File: config.mk
export PLATFORM = sky130hd
export DESIGN_NAME = bpwm_top
export DESIGN_NICKNAME = d
export VERILOG_FILES = /design/src/rtl/bpwm_pkg.sv /design/src/rtl/bpwm_regs.sv /design/src/rtl/bpwm_counter.sv /design/src/rtl/bpwm_sel.sv /design/src/rtl/bpwm_wave.sv /design/src/rtl/bpwm_top.sv
export SDC_FILE = /design/constraint.sdc
export NUM_CORES = 1
export LEC_CHECK = 0
export ABC_CLOCK_PERIOD_IN_PS = 6100
export BUFFER_PORTS_ARGS = -buffer_cell sky130_fd_sc_hd__buf_2
export CAP_MARGIN = 5
export CORE_UTILIZATION = 55
export CTS_CLUSTER_SIZE = 28
export DETAILED_ROUTE_END_ITERATION = 10
export PLACE_DENSITY = 0.73
export SLEW_MARGIN = 15
export SYNTH_ARGS = -nofsm -noshare
export SYNTH_HDL_FRONTEND = slang
export SYNTH_HIERARCHICAL = 1
export SYNTH_SLANG_ARGS = --single-unit
File: constraint.sdc
create_clock -name clk -period 6.1 [get_ports clk]
set_input_delay 0 -clock clk [delete_from_list [all_inputs] [get_ports clk]]
set_output_delay 0 -clock clk [all_outputs]
set_load 0.01 [all_outputs]
File: src/rtl/bpwm_pkg.sv
`timescale 1ns/1ps
package bpwm_pkg;

    localparam int ADDR_W = 3;

    localparam logic [ADDR_W-1:0] ADR_TMR   = 3'd0;
    localparam logic [ADDR_W-1:0] ADR_MOD   = 3'd1;
    localparam logic [ADDR_W-1:0] ADR_CMPA  = 3'd2;
    localparam logic [ADDR_W-1:0] ADR_CMPB  = 3'd3;
    localparam logic [ADDR_W-1:0] ADR_CTLA  = 3'd4;
    localparam logic [ADDR_W-1:0] ADR_CTLB  = 3'd5;
    localparam logic [ADDR_W-1:0] ADR_CMPAB = 3'd6;

    localparam int TMR_HALT_BIT = 0;
    localparam int TMR_CLR_BIT  = 1;
    localparam int CTL_EN_BIT   = 0;
    localparam int CTL_LINK_BIT = 1;

    typedef enum logic {TMR_HALT, TMR_RUN} tmr_state_e;
    typedef enum logic {WV_LOW, WV_HIGH} wave_state_e;
    typedef enum logic [1:0] {SEL_SOLO, SEL_A, SEL_B} sel_state_e;

endpackage

File: src/rtl/bpwm_regs.sv
`timescale 1ns/1ps
module bpwm_regs
    import bpwm_pkg::*;
#(
    parameter int CNT_W = 16
) (
    input  logic              clk,
    input  logic              rst_n,
    input  logic              wr_en,
    input  logic [ADDR_W-1:0] wr_addr,
    input  logic [CNT_W-1:0]  wr_data,
    output logic [CNT_W-1:0]  mod_o,
    output logic [CNT_W-1:0]  cmp_a_o,
    output logic [CNT_W-1:0]  cmp_b_o,
    output logic              en_a_o,
    output logic              en_b_o,
    output logic              link_o,
    output logic              tmr_wr_o,
    output logic              tmr_halt_o,
    output logic              tmr_clr_o,
    output logic              cmpa_wr_o,
    output logic              cmpb_wr_o
);

    logic [CNT_W-1:0] mod_q;
    logic [CNT_W-1:0] cmp_a_q;
    logic [CNT_W-1:0] cmp_b_q;
    logic             en_a_q;
    logic             en_b_q;
    logic             link_q;

    always_ff @(posedge clk or negedge rst_n) begin
        if (!rst_n) begin
            mod_q   <= '1;
            cmp_a_q <= '0;
            cmp_b_q <= '0;
            en_a_q  <= 1'b0;
            en_b_q  <= 1'b0;
            link_q  <= 1'b0;
        end else if (wr_en) begin
            case (wr_addr)
                ADR_MOD:   mod_q   <= wr_data;
                ADR_CMPA:  cmp_a_q <= wr_data;
                ADR_CMPB:  cmp_b_q <= wr_data;
                ADR_CMPAB: begin
                    cmp_a_q <= wr_data;
                    cmp_b_q <= wr_data;
                end
                ADR_CTLA: begin
                    en_a_q <= wr_data[CTL_EN_BIT];
                    link_q <= wr_data[CTL_LINK_BIT];
                end
                ADR_CTLB:  en_b_q  <= wr_data[CTL_EN_BIT];
                default: ;
            endcase
        end
    end

    always_comb begin
        tmr_wr_o   = wr_en && (wr_addr == ADR_TMR);
        tmr_halt_o = wr_data[TMR_HALT_BIT];
        tmr_clr_o  = tmr_wr_o && wr_data[TMR_CLR_BIT];
        cmpa_wr_o  = wr_en && (wr_addr == ADR_CMPA || wr_addr == ADR_CMPAB);
        cmpb_wr_o  = wr_en && (wr_addr == ADR_CMPB || wr_addr == ADR_CMPAB);
    end

    assign mod_o   = mod_q;
    assign cmp_a_o = cmp_a_q;
    assign cmp_b_o = cmp_b_q;
    assign en_a_o  = en_a_q;
    assign en_b_o  = en_b_q;
    assign link_o  = link_q;

endmodule

File: src/rtl/bpwm_counter.sv
`timescale 1ns/1ps
module bpwm_counter
    import bpwm_pkg::*;
#(
    parameter int CNT_W = 16
) (
    input  logic             clk,
    input  logic             rst_n,
    input  logic             tmr_wr,
    input  logic             tmr_halt,
    input  logic             clr,
    input  logic [CNT_W-1:0] mod,
    output logic [CNT_W-1:0] cnt_o,
    output logic             run_o,
    output logic             wrap_o,
    output logic             ovf_o
);

    tmr_state_e       state_q;
    tmr_state_e       state_d;
    logic [CNT_W-1:0] cnt_q;
    logic             ovf_q;

    // timer state register
    always_ff @(posedge clk or negedge rst_n) begin
        if (!rst_n) state_q <= TMR_HALT;
        else        state_q <= state_d;
    end

    // next state: any timer-control write sets the state from its halt bit
    always_comb begin
        state_d = state_q;
        unique case (state_q)
            TMR_HALT: if (tmr_wr && !tmr_halt) state_d = TMR_RUN;
            TMR_RUN:  if (tmr_wr && tmr_halt)  state_d = TMR_HALT;
            default:  state_d = TMR_HALT;
        endcase
    end

    // outputs of the timer state
    always_comb begin
        run_o  = (state_q == TMR_RUN);
        wrap_o = run_o && !clr && (cnt_q == mod);
    end

    always_ff @(posedge clk or negedge rst_n) begin
        if (!rst_n) begin
            cnt_q <= '0;
            ovf_q <= 1'b0;
        end else begin
            ovf_q <= wrap_o;
            if (clr)         cnt_q <= '0;
            else if (wrap_o) cnt_q <= '0;
            else if (run_o)  cnt_q <= cnt_q + 1'b1;
        end
    end

    assign cnt_o = cnt_q;
    assign ovf_o = ovf_q;

endmodule

File: src/rtl/bpwm_sel.sv
`timescale 1ns/1ps
module bpwm_sel
    import bpwm_pkg::*;
(
    input  logic clk,
    input  logic rst_n,
    input  logic link,
    input  logic cmpa_wr,
    input  logic cmpb_wr,
    input  logic wrap,
    output logic sel_b_o,
    output logic linked_o
);

    sel_state_e state_q;
    sel_state_e state_d;
    logic       last_b_q;
    logic       last_b_eff;

    // B wins when both registers are written together
    always_comb begin
        if (cmpb_wr)      last_b_eff = 1'b1;
        else if (cmpa_wr) last_b_eff = 1'b0;
        else              last_b_eff = last_b_q;
    end

    // state register and write tracking
    always_ff @(posedge clk or negedge rst_n) begin
        if (!rst_n) begin
            state_q  <= SEL_SOLO;
            last_b_q <= 1'b0;
        end else begin
            state_q <= state_d;
            if (state_q == SEL_SOLO) last_b_q <= 1'b0;
            else                     last_b_q <= last_b_eff;
        end
    end

    always_comb begin
        state_d = state_q;
        unique case (state_q)
            SEL_SOLO: if (link) state_d = SEL_A;
            SEL_A: begin
                if (!link)                   state_d = SEL_SOLO;
                else if (wrap && last_b_eff) state_d = SEL_B;
            end
            SEL_B: begin
                if (!link)                    state_d = SEL_SOLO;
                else if (wrap && !last_b_eff) state_d = SEL_A;
            end
            default: state_d = SEL_SOLO;
        endcase
    end

    // outputs
    always_comb begin
        sel_b_o  = (state_q == SEL_B);
        linked_o = (state_q != SEL_SOLO);
    end

endmodule

File: src/rtl/bpwm_wave.sv
`timescale 1ns/1ps
module bpwm_wave
    import bpwm_pkg::*;
#(
    parameter int CNT_W = 16
) (
    input  logic             clk,
    input  logic             rst_n,
    input  logic             run,
    input  logic             wrap,
    input  logic             clr,
    input  logic [CNT_W-1:0] cnt,
    input  logic [CNT_W-1:0] cmp,
    output logic             wave_o
);

    wave_state_e state_q;
    wave_state_e state_d;

    always_ff @(posedge clk or negedge rst_n) begin
        if (!rst_n) state_q <= WV_LOW;
        else        state_q <= state_d;
    end

    // overflow and clear outrank the compare match
    always_comb begin
        state_d = state_q;
        if (clr || wrap) begin
            state_d = WV_HIGH;
        end else begin
            unique case (state_q)
                WV_HIGH: if (run && cnt == cmp) state_d = WV_LOW;
                WV_LOW:  state_d = WV_LOW;
                default: state_d = WV_LOW;
            endcase
        end
    end

    always_comb wave_o = (state_q == WV_HIGH);

endmodule

File: src/rtl/bpwm_top.sv
`timescale 1ns/1ps
module bpwm_top
    import bpwm_pkg::*;
#(
    parameter int CNT_W = 16
) (
    input  logic              clk,
    input  logic              rst_n,
    input  logic              wr_en,
    input  logic [2:0]        wr_addr,
    input  logic [CNT_W-1:0]  wr_data,
    output logic              pin_a_o,
    output logic              pin_b_o,
    output logic              ovf_o,
    output logic              release_o
);

    localparam int NCH = 2;

    logic [CNT_W-1:0] mod_w;
    logic [CNT_W-1:0] cmp_a_w;
    logic [CNT_W-1:0] cmp_b_w;
    logic             en_a_w;
    logic             en_b_w;
    logic             link_w;
    logic             tmr_wr_w;
    logic             tmr_halt_w;
    logic             clr_w;
    logic             cmpa_wr_w;
    logic             cmpb_wr_w;
    logic [CNT_W-1:0] cnt_q;
    logic             run_w;
    logic             wrap_w;
    logic             ovf_w;
    logic             sel_b_w;
    logic             linked_w;
    logic [CNT_W-1:0] cmp_sel [NCH];
    logic [NCH-1:0]   wave_w;

    bpwm_regs #(.CNT_W(CNT_W)) u_regs (
        .clk        (clk),
        .rst_n      (rst_n),
        .wr_en      (wr_en),
        .wr_addr    (wr_addr),
        .wr_data    (wr_data),
        .mod_o      (mod_w),
        .cmp_a_o    (cmp_a_w),
        .cmp_b_o    (cmp_b_w),
        .en_a_o     (en_a_w),
        .en_b_o     (en_b_w),
        .link_o     (link_w),
        .tmr_wr_o   (tmr_wr_w),
        .tmr_halt_o (tmr_halt_w),
        .tmr_clr_o  (clr_w),
        .cmpa_wr_o  (cmpa_wr_w),
        .cmpb_wr_o  (cmpb_wr_w)
    );

    bpwm_counter #(.CNT_W(CNT_W)) u_cnt (
        .clk      (clk),
        .rst_n    (rst_n),
        .tmr_wr   (tmr_wr_w),
        .tmr_halt (tmr_halt_w),
        .clr      (clr_w),
        .mod      (mod_w),
        .cnt_o    (cnt_q),
        .run_o    (run_w),
        .wrap_o   (wrap_w),
        .ovf_o    (ovf_w)
    );

    bpwm_sel u_sel (
        .clk      (clk),
        .rst_n    (rst_n),
        .link     (link_w),
        .cmpa_wr  (cmpa_wr_w),
        .cmpb_wr  (cmpb_wr_w),
        .wrap     (wrap_w),
        .sel_b_o  (sel_b_w),
        .linked_o (linked_w)
    );

    // channel 0 takes the active register while linked, channel 1 always B
    always_comb begin
        cmp_sel[0] = (linked_w && sel_b_w) ? cmp_b_w : cmp_a_w;
        cmp_sel[1] = cmp_b_w;
    end

    for (genvar ch = 0; ch < NCH; ch++) begin : g_ch
        bpwm_wave #(.CNT_W(CNT_W)) u_wave (
            .clk    (clk),
            .rst_n  (rst_n),
            .run    (run_w),
            .wrap   (wrap_w),
            .clr    (clr_w),
            .cnt    (cnt_q),
            .cmp    (cmp_sel[ch]),
            .wave_o (wave_w[ch])
        );
    end

    assign pin_a_o   = en_a_w && wave_w[0];
    assign pin_b_o   = !linked_w && en_b_w && wave_w[1];
    assign ovf_o     = ovf_w;
    assign release_o = linked_w;

endmodule

==> impl_metrics.py <==
metrics = {
    "clocking": {
        "clk_pin_slew_ns": 0.08,
        "post-cts-setup-buffers": 0,
        "ctsResizeCount": 0,
        "cts_buffers": 9,
        "tritoncts": "done",
        "ctsHoldBuffers": 17,
        "h-tree-depth": 3,
        "clkLatencyLatePin_ns": 0.35,
        "cts_root_buf": "clkbuf_8",
        "clock_path_buffers": 2,
        "cts_sinks": 74,
    },
    "sta": {
        "setup_tns_ns": 0,
        "min_period_over_period": 0.3938,
        "fin_ws_ns": 3.698,
        "rsz0062_at_grt": "no",
        "finalSetupViolations": 0,
        "relSlewSlack": 0.2499,
        "hold_slack_ns": 0.03495,
        "report.final.slew_viol_count": 0,
        "skew_ns": 0.01004,
        "final.min_clock_period_ns": 2.402,
        "hold_violations": 0,
        "tightest_slew_ns": 1.125,
        "fmax_mhz": 416.3,
    },
    "worst_setup_path": {
        "crit_required_ns": 6.34,
        "cp-start-kind": "register",
        "cp-end-kind": "register",
        "arrival_ns": 2.64,
        "critPathKind": "register to register",
        "reg2reg_depth": 7,
        "crit_fanout": 9,
    },
    "synth": {
        "synthCells": 349,
        "synth_enable_flop_cells": 0,
        "synth_area_per_cell_um2": 12.11,
        "ys_top_cells_by_area": "dfrtp_1 (34%), mux2_4 (10%), mux2_2 (10%)",
        "synthFlopType": "dfrtp_1",
        "synth_common_cells": "dfrtp_1 (58), mux2_2 (38), xnor2_1 (38)",
        "async_flop_share": 1.000,
        "ys_ff_latch": 74,
        "syn_area_um2": 4227,
        "seq_area_frac_synth": 0.4429,
        "yosysMostFrequentCell": "dfrtp_1",
        "yosysWarnings": 6,
        "yosysTopAreaCell": "dfrtp_1",
        "synth_nets": 372,
        "synth.distinct_cells": 50,
        "yosysTopAreaCellShare": 0.3434,
    },
    "finish": {
        "fillers": 571,
        "layout.nets": 409,
        "n_antenna_cell": 0,
        "area_growth_pct": 12.73,
        "drive_gt1_frac": 0.3504,
    },
    "global_route": {
        "grtUsageTotal": 0.2376,
        "antenna_found_initial": 0,
        "grt_pass1_vias": 2753,
        "grt-ovfl-total": 0,
        "grt_pass1_wl_mm": 14.03,
        "grt_max_degree": 75,
    },
    "outcome": {
        "outcome": "complete, no violations",
    },
    "run": {
        "drv_cap": 0,
    },
    "min_path": {
        "min_path_cells": 3,
        "worstHoldPathType": "primary input to register",
    },
    "power_and_ir_drop": {
        "p_leak_nw": 1.943,
        "max-vdd-ir-drop_mv": 0.1716,
        "p_per_area_nw_per_um2": 318.1,
    },
    "place": {
        "place_congestion": 0.8066,
        "port_buffers": 25,
        "hpwl_mm": 5.666,
        "dpl_worst_slack_ns": 3.719,
    },
    "drt": {
        "ant_nets": 0,
        "wire_per_inst_um": 17.76,
        "wirelength_mm": 8.701,
        "drc": 0,
        "num_vias": 2775,
        "dr.first_iter.drc_count": 229,
        "vias_per_cell": 5.663,
        "drt_first_pass_iters": 4,
    },
    "floorplanning": {
        "initial_utilization": 0.5765,
        "fp.dieW_um": 89.66,
        "ios": 26,
        "placementRows": 31,
        "die-area_um2": 8039,
        "core_area_um2": 7331,
        "die_h_um": 89.66,
    },
}
critical path, cell delays in order (launching register included):
cell and delay [ns]:
dfrtp_1 0.49, xnor2_1 0.29, nand4_1 0.24, nor4_4 0.31, and3b_1 0.34, inv_1 0.07, o31a_1 0.30, a32o_1 0.26
per-stage QoR:
step	utilization	instances	power [mW]	area, um2
2_1_floorplan	-	349	0.9668	4227
3_3_place_gp	0.5943	457	1.050	4357
3_5_place_dp	0.5943	457	1.064	4357
4_1_cts	0.6499	490	1.522	4765
5_1_grt	0.6499	490	1.589	4765
6_report	0.6499	490	1.515	4765
sequential cells by signal, indices dropped and copies added, names as in the netlist, named ones only:
name	cells
u_cnt/ovf_o	1
u_regs/cmp_a_o	16
u_regs/mod_o	16
u_sel/state_q	2
u_regs/link_o	1
u_regs/en_b_o	1
u_sel/last_b_q	1
u_regs/en_a_o	1
g_ch.u_wave/wave_o	2
u_regs/cmp_b_o	16
u_cnt/cnt_o	16
where the power goes:
part	switching (mW)	internal [mW]
combinational	0.160	0.211
sequential	0.0965	0.600
clock	0.185	0.263
total	0.441	1.07
routing by layer:
layer  up-vias  GRT usage  wire, um
met4         0    0.06638        97
met3         9    0.04570       308
li1       1325          -         -
met1      1396     0.3300      4118
met5         -          0         0
met2        45     0.3815      4177
worst paths after layout:
path                                               start                       endpoint  slack [ns]
max                           u_cnt/cnt_o[2]$_DFFE_PN0P_   u_sel/state_q[1]$_DFFE_PN0P_        3.70
min                                           wr_addr[2]                       register        0.03
max reg2reg                   u_cnt/cnt_o[2]$_DFFE_PN0P_   u_sel/state_q[1]$_DFFE_PN0P_        3.70
min reg2reg                u_regs/cmp_a_o[2]$_DFFE_PN0P_  u_regs/cmp_a_o[2]$_DFFE_PN0P_        0.51
max in group asynchronous                          rst_n  u_regs/cmp_b_o[3]$_DFFE_PN0P_        5.17
min in group asynchronous                          rst_n      u_regs/en_b_o$_DFFE_PN0P_        0.33
layout by cell type, fill, tap and decap left out, types with 12 or more instances in the layout:
| cell type | netlist | layout |
|---|---|---|
| dlygate4sd3_1 | 0 | 17 |
| nor3_1 | 12 | 12 |
| dfstp_2 | 16 | 16 |
| nor2_1 | 18 | 18 |
| clkbuf_8 | 0 | 12 |
| buf_2 | 4 | 24 |
| xnor2_1 | 38 | 38 |
| nand2_1 | 16 | 16 |
| dfrtp_1 | 58 | 58 |
| mux2_2 | 38 | 38 |
| mux2_4 | 29 | 29 |
area by class of cell:
cell class | instances | area [um2] | area share
Multi-Input combinational cell | 248 | 2181 | 0.4577
Timing Repair Buffer | 45 | 320.3 | 0.06723
Inverter | 8 | 30.03 | 0.006303
Clock buffer | 12 | 165.2 | 0.03466
Clock inverter | 4 | 72.57 | 0.01523
Tap cell | 99 | 123.9 | 0.02600
Sequential cell | 74 | 1872 | 0.3929
cells by family after synthesis:
family          synth area share
simple gates              0.1261
flops                     0.4429
fa+ha+maj               0.002960
xor+xnor                  0.1015
compound gates           0.05743
mux                       0.2279
buf+inv                  0.04115
No activity file was read; power rests on OpenSTA's default activity.
